### config.mk
export PLATFORM = sky130hd
export DESIGN_NAME = wdg_irq_ctrl
export DESIGN_NICKNAME = d
export VERILOG_FILES = /design/src/rtl/wdg_pkg.sv /design/src/rtl/wdg_bcd_down.sv /design/src/rtl/wdg_evt_flag.sv /design/src/rtl/wdg_irq_ctrl.sv
export SDC_FILE = /design/constraint.sdc
export NUM_CORES = 1
export LEC_CHECK = 0
export BUFFER_PORTS_ARGS = -buffer_cell sky130_fd_sc_hd__buf_4
export CORE_MARGIN = 8
export CORE_UTILIZATION = 40
export CTS_BUF_LIST = sky130_fd_sc_hd__clkbuf_8
export DETAILED_ROUTE_END_ITERATION = 16
export PLACE_DENSITY = 0.58
export SYNTH_ARGS = -nofsm -noshare
export SYNTH_HDL_FRONTEND = slang
export SYNTH_SLANG_ARGS = --single-unit
### constraint.sdc
create_clock -name clk_i -period 4.45 [get_ports clk_i]
set_input_delay 0 -clock clk_i [delete_from_list [all_inputs] [get_ports clk_i]]
set_output_delay 0 -clock clk_i [all_outputs]
set_load 0.05 [all_outputs]
### src/rtl/wdg_pkg.sv
package wdg_pkg;
  localparam int unsigned CMD_XFER  = 7;
  localparam int unsigned CMD_ROUTE = 6;
  localparam int unsigned CMD_BPOL  = 5;
  localparam int unsigned CMD_PULSE = 4;
  localparam int unsigned CMD_WMSK  = 3;
  localparam int unsigned CMD_TMSK  = 2;
  localparam int unsigned CMD_WFLG  = 1;
  localparam int unsigned CMD_TFLG  = 0;
  localparam logic [7:0]  CMD_RESET = 8'h0C;
endpackage

### src/rtl/wdg_bcd_down.sv
module wdg_bcd_down #(
  parameter int unsigned NDIG = 4,
  localparam int unsigned W = 4 * NDIG
) (
  input  logic         clk_i,
  input  logic         rst_ni,
  input  logic         load_i,
  input  logic [W-1:0] load_val_i,
  input  logic [W-1:0] val_i,
  input  logic         tick_i,
  output logic         fire_o
);
  logic [W-1:0] cnt_q;
  logic         run;

  function automatic logic [W-1:0] bcd_dec(input logic [W-1:0] v);
    logic [W-1:0] r;
    logic borrow;
    r = v;
    borrow = 1'b1;
    for (int i = 0; i < NDIG; i++) begin
      if (borrow) begin
        if (v[4*i +: 4] == 4'd0) begin
          r[4*i +: 4] = 4'd9;
        end else begin
          r[4*i +: 4] = v[4*i +: 4] - 4'd1;
          borrow = 1'b0;
        end
      end
    end
    return r;
  endfunction

  assign run    = (val_i != '0) && tick_i && !load_i;
  assign fire_o = run && (cnt_q == W'(1));

  always_ff @(posedge clk_i or negedge rst_ni) begin
    if (!rst_ni)      cnt_q <= '0;
    else if (load_i)  cnt_q <= load_val_i;
    else if (fire_o)  cnt_q <= val_i;
    else if (run && cnt_q != '0) cnt_q <= bcd_dec(cnt_q);
  end

  AST_RELOAD: assert property (@(posedge clk_i) disable iff (!rst_ni)
    load_i |=> cnt_q == $past(load_val_i));

  for (genvar g = 0; g < NDIG; g++) begin : g_dig
    AST_DIGIT_BCD: assert property (@(posedge clk_i) disable iff (!rst_ni)
      cnt_q[4*g +: 4] <= 4'd9);
  end
endmodule

### src/rtl/wdg_evt_flag.sv
module wdg_evt_flag #(
  parameter int unsigned PULSE_TICKS = 3,
  localparam int unsigned CW = $clog2(PULSE_TICKS + 1)
) (
  input  logic clk_i,
  input  logic rst_ni,
  input  logic set_i,
  input  logic clr_i,
  input  logic pulse_i,
  input  logic tick_i,
  output logic flag_o
);
  logic [CW-1:0] pcnt_q;
  logic          expire;

  assign expire = flag_o && pulse_i && tick_i && (pcnt_q == CW'(PULSE_TICKS - 1));

  always_ff @(posedge clk_i or negedge rst_ni) begin
    if (!rst_ni) begin
      flag_o <= 1'b0;
      pcnt_q <= '0;
    end else if (set_i) begin
      flag_o <= 1'b1;
      pcnt_q <= '0;
    end else if (clr_i || expire) begin
      flag_o <= 1'b0;
      pcnt_q <= '0;
    end else if (flag_o && pulse_i && tick_i) begin
      pcnt_q <= pcnt_q + CW'(1);
    end
  end

  AST_SET_WINS: assert property (@(posedge clk_i) disable iff (!rst_ni)
    set_i |=> flag_o);
  AST_CLR: assert property (@(posedge clk_i) disable iff (!rst_ni)
    clr_i && !set_i |=> !flag_o);
  AST_PULSE_END: assert property (@(posedge clk_i) disable iff (!rst_ni)
    $fell(flag_o) && !$past(clr_i) |-> $past(tick_i) && $past(pulse_i));
endmodule

### src/rtl/wdg_irq_ctrl.sv
module wdg_irq_ctrl
  import wdg_pkg::*;
#(
  parameter int unsigned DW          = 8,
  parameter int unsigned PULSE_TICKS = 3,
  localparam int unsigned NDIG       = 2 * DW / 4
) (
  input  logic          clk_i,
  input  logic          rst_ni,
  input  logic          tick_cs_i,
  input  logic          tick_ms_i,
  input  logic          tod_evt_i,
  input  logic          tod_ack_i,
  input  logic          cmd_sel_i,
  input  logic          wdl_sel_i,
  input  logic          wdh_sel_i,
  input  logic          wr_i,
  input  logic [DW-1:0] wdata_i,
  output logic          irq_a_n_o,
  output logic          irq_b_o,
  output logic          irq_b_hi_o,
  output logic [7:0]    cmd_o,
  output logic [DW-1:0] wdl_o,
  output logic [DW-1:0] wdh_o
);
  logic [7:2]    cmd_q;
  logic [DW-1:0] lo_q, hi_q, lo_d, hi_d;
  logic          wd_acc, wd_fire;
  logic          wflag, tflag;
  logic          w_act, t_act, a_act, b_act;

  assign wd_acc = wdl_sel_i || wdh_sel_i;
  assign lo_d   = (wdl_sel_i && wr_i) ? wdata_i : lo_q;
  assign hi_d   = (wdh_sel_i && wr_i) ? wdata_i : hi_q;

  always_ff @(posedge clk_i or negedge rst_ni) begin
    if (!rst_ni) begin
      cmd_q <= CMD_RESET[7:2];
      lo_q  <= '0;
      hi_q  <= '0;
    end else begin
      if (cmd_sel_i && wr_i) cmd_q <= wdata_i[7:2];
      lo_q <= lo_d;
      hi_q <= hi_d;
    end
  end

  wdg_bcd_down #(.NDIG(NDIG)) u_cnt (
    .clk_i      (clk_i),
    .rst_ni     (rst_ni),
    .load_i     (wd_acc),
    .load_val_i ({hi_d, lo_d}),
    .val_i      ({hi_q, lo_q}),
    .tick_i     (tick_cs_i),
    .fire_o     (wd_fire)
  );

  wdg_evt_flag #(.PULSE_TICKS(PULSE_TICKS)) u_wflag (
    .clk_i   (clk_i),
    .rst_ni  (rst_ni),
    .set_i   (wd_fire),
    .clr_i   (wd_acc),
    .pulse_i (cmd_q[CMD_PULSE]),
    .tick_i  (tick_ms_i),
    .flag_o  (wflag)
  );

  wdg_evt_flag #(.PULSE_TICKS(PULSE_TICKS)) u_tflag (
    .clk_i   (clk_i),
    .rst_ni  (rst_ni),
    .set_i   (tod_evt_i),
    .clr_i   (tod_ack_i),
    .pulse_i (cmd_q[CMD_PULSE]),
    .tick_i  (tick_ms_i),
    .flag_o  (tflag)
  );

  assign w_act = wflag && !cmd_q[CMD_WMSK];
  assign t_act = tflag && !cmd_q[CMD_TMSK];
  assign a_act = cmd_q[CMD_ROUTE] ? t_act : w_act;
  assign b_act = cmd_q[CMD_ROUTE] ? w_act : t_act;

  assign irq_a_n_o  = !a_act;
  assign irq_b_hi_o = cmd_q[CMD_BPOL];
  assign irq_b_o    = cmd_q[CMD_BPOL] ? b_act : !b_act;
  assign cmd_o      = {cmd_q, wflag, tflag};
  assign wdl_o      = lo_q;
  assign wdh_o      = hi_q;

  AST_MASKED_IDLE: assert property (@(posedge clk_i) disable iff (!rst_ni)
    cmd_o[CMD_WMSK] && cmd_o[CMD_TMSK] |-> irq_a_n_o && (irq_b_o == !irq_b_hi_o));
  AST_ACC_CLEARS: assert property (@(posedge clk_i) disable iff (!rst_ni)
    wd_acc |=> !cmd_o[CMD_WFLG]);
  AST_LO_HOLD: assert property (@(posedge clk_i) disable iff (!rst_ni)
    !(wdl_sel_i && wr_i) |=> $stable(wdl_o));
  AST_HI_HOLD: assert property (@(posedge clk_i) disable iff (!rst_ni)
    !(wdh_sel_i && wr_i) |=> $stable(wdh_o));
  AST_ZERO_QUIET: assert property (@(posedge clk_i) disable iff (!rst_ni)
    wdl_o == '0 && wdh_o == '0 && !wd_acc && !$past(wd_acc) |-> !$rose(cmd_o[CMD_WFLG]));
endmodule

==> impl_results.md <==
- RSZ-0062 raised after global routing: false
- Routability cong.: 0.810
- Slew @ Worst Pin: 0.692 ns
- Most common cell in the synthesized netlist: dfrtp_1
- Die Wd: 95.8 µm
- Synth top area cells: dfrtp_1 41%, mux2_2 11%, a21oi_1 3.5%
- H-tree levels: 2
- Synthesized area: 2550 µm²
- Clock slew at reported path FFs: 0.09 ns
- Worst path slowest cell: o31ai_1
- Post-synthesis cell type count: 59
- Number of buffers created by CTS: 5
- Synth top cells by count: 42 x dfrtp_1, 24 x mux2_2, 21 x nand2_1
- Lkg Pwr: 1.33 nW
- Fillers: 612
- Port-buffer cells: 44
- Synth warn: 0
- Post-synthesis simple-gate area fraction: 19.4%
- Post-Syn Nets: 271
- Synthesized flop and latch total: 44
- Core Region: 6240 µm²
- Area of placed instances: 2930 µm²
- Capturing point of the worst reg2reg path: u_cnt.cnt_q[4]
- Tot GR Track Use: 15.7%
- Post-route ant nets: 0
- Hold Path Class: input pin to flop
- Synth Area in Compound Gates: 18.3%
- Setup Viol. Count Final: 0
- Critical path's largest stage delay: 0.59 ns
- Worst path required time: 4.65 ns
- Final min period: 2.56 ns
- TNS Setup: 0 ns
- Seq/Total Area, Yosys: 43.3%
- CP Max Fanout: 6
- Resized Gates After CTS: 0
- Crit share post-route: 57.6%
- Top_reg_cell synth: dfrtp_1
- Synth Area in XOR/XNOR: 1.37%
- Starting Density: 40.8%
- Antenna violations before repair: 0
- Deepest clock path buffer count: 2
- Ys async rst share: 100%
- Ant diodes: 0
- Delay-heaviest family, CP: simple AND/OR/NAND/NOR gates
- Syn Area/Cell: 10.2 µm²
- R2r setup slk: 1.89 ns
- Critical path buffer and inverter count: 0
- First-pass GRT wire length: 11200 µm
- Root Buffer: clkbuf_8
- Clock Latency Late Sink: 0.30 ns
- VDD IR-drop max: 0.000221 V
- FMAX: 390 MHz
- CTS Sinks: 44
- Residual DRC: 0
- Post-route cell area: 3170 µm²
- Crit path DAT: 2.76 ns
- Crit path kind: flop to flop
- Share of the synthesized area in the top cell type: 41.2%
- Hold Path Cell Cnt: 4
- Top Ports: 45
- Die extent in y: 95.8 µm
- Reg2reg path depth: 5
- Row cnt: 29
- Main combinational cell family by area after synthesis: simple AND/OR/NAND/NOR gates
- Instance count of the mapped netlist: 251
- CTS tree: yes
- R2r startpoint: u_cnt.cnt_q[9]
- Slew HR: 53.5%
- Crit path launch type: flop
- EDFF count, synth: 0
- Nets: 324
- Postcts setup bufs: 0
- Largest net degree at the start of global routing: 45
- Total number of vias: 2178
- Vias in the first global route: 2184
- Mux cell area share after synthesis: 12.6%
- Worst hold endpoint: u_wflag.flag_o
- Area share of fa/ha/maj cells after synthesis: 0.982%
- Iter 0 DRT Violations: 94
- Slew Limit Fails: 0
- P&R area growth vs syn: 24.3%
- Vias/cell: 5.70
- Setup crit end kind: flop
- Pre-Repair DR Iteration Count: 4
- Final Skew: 0.00931 ns
- Layout cell share with drive strength beyond 1: 30.2%
- DR WL/cell: 17.8 µm
- Yosys top cell by area: dfrtp_1
- Hold Startpoint: tick_ms_i
- Die Area: 9180 µm²
- Post-DP HPWL: 4980 µm
- Critical-path cell list: nor4_2, nand4_1, mux2i_1, o31ai_1, mux2_2
- MaxCap Viol Count: 0
- Grt total ovfl: 0
- Final wirelength: 6780 µm
- Status: complete, no violations
- Power Density: 400 nW/µm²
- Final Hold Viols: 0
==> worst max path at each step <==
| stage | start | slack, ns | cells past startpoint | to |
|---|---|---|---|---|
| 2_1_floorplan | wdh_o[1] | 1.96 | 5 | u_cnt.cnt_q[1] |
| 3_3_place_gp | u_cnt.cnt_q[9] | 1.97 | 5 | u_cnt.cnt_q[4] |
| 3_5_place_dp | u_cnt.cnt_q[9] | 1.94 | 5 | u_cnt.cnt_q[4] |
| 4_1_cts | u_cnt.cnt_q[9] | 1.91 | 5 | u_cnt.cnt_q[4] |
| 5_1_grt | u_cnt.cnt_q[8] | 1.71 | 5 | u_cnt.cnt_q[4] |
| 6_report | u_cnt.cnt_q[9] | 1.89 | 5 | u_cnt.cnt_q[4] |
==> per-layer routing <==
metal | global-route usage (%) | wire length [µm] | share of wire [%]
met5 | 0 | 0 | 0
met4 | 6.15 | 117 | 1.7
met3 | 3.28 | 270 | 4.0
met1 | 20.3 | 3080 | 45
met2 | 25.1 | 3310 | 49
==> cell families after synthesis <==
group | count (synthesis)
buffers and inverters | 23
muxes | 29
AOI/OAI and AO/OA | 65
adders and majority gates | 2
DFF | 44
and+or+nand+nor | 84
xor gates and xnor gates | 4
==> tightest hold or removal path: cells and delay by family <==
family	cells	cell delay [ns]
AND/OR/NAND/NOR	3	0.23
buffers and inverters	1	0.10
==> power breakdown <==
group | total (mW) | switching [mW] | leakage, nW | internal (mW)
logic | 0.397 | 0.247 | 0.748 | 0.150
clock network | 0.327 | 0.143 | 0.0614 | 0.184
registers | 0.543 | 0.0843 | 0.523 | 0.458
==> registers in the layout (all words and copies together), names as in the netlist <==
register and count:
cmd_q 6, wdh_o 8, wdl_o 8, u_wflag.flag_o 1
u_wflag.pcnt_q 2, u_tflag.flag_o 1, u_tflag.pcnt_q 2, u_cnt.cnt_q 16
==> area by class of cell <==
| type | count | area, µm² | area share (%) |
|---|---|---|---|
| Multi-Input combinational cell | 184 | 1340 | 42.4 |
| Timing Repair Buffer | 57 | 458 | 14.5 |
| Clock buffer | 6 | 82.6 | 2.61 |
| Clock inverter | 2 | 38.8 | 1.22 |
| Tap cell | 77 | 96.3 | 3.04 |
| Inverter | 12 | 45.0 | 1.42 |
| Sequential cell | 44 | 1100 | 34.8 |
==> layout by cell type, fill, tap and decap left out, types with 2 or more instances in the layout <==
| cell type | count |
|---|---|
| ha_1 | 2 |
| clkbuf_8 | 6 |
| or2_2 | 2 |
| mux2_2 | 24 |
| nor3b_1 | 2 |
| nor4_1 | 2 |
| nand4_1 | 4 |
| nand2_1 | 21 |
| a2bb2oi_1 | 2 |
| mux2i_1 | 4 |
| dlygate4sd3_1 | 12 |
| o41a_1 | 2 |
| or4_1 | 5 |
| dfstp_2 | 2 |
| xor2_1 | 2 |
| buf_4 | 45 |
| inv_1 | 12 |
| or3_1 | 2 |
| a31oi_1 | 4 |
| nor4_4 | 2 |
| o221ai_1 | 2 |
| a21oi_1 | 18 |
| a211oi_1 | 4 |
| o31ai_1 | 2 |
| o211ai_1 | 2 |
| xnor2_1 | 2 |
| or4_4 | 2 |
| nor3_1 | 13 |
| o21ai_0 | 10 |
| nand3_1 | 7 |
| dfrtp_1 | 42 |
| a21o_1 | 2 |
| o2bb2ai_1 | 2 |
| nor2_1 | 12 |
==> repair_timing <==
item	CTS	global route
endpoints found under the setup margin	0	0
endpoints found under the hold margin	65	0
hold buffers	12	0
==> stage by stage <==
stage	setup WS (ns)	total power, mW	std cells	hold slack, ns	util [%]
floorplan	1.96	0.813	251	-0.296	-
global placement	1.97	0.940	362	0.0395	46.9
detailed placement	1.94	0.942	362	0.0374	46.9
CTS	1.91	1.28	382	0.0551	50.8
global route	1.71	1.33	382	0.100	50.8
finish	1.89	1.27	382	0.0643	50.8
Power figures use the tool's default switching activity.
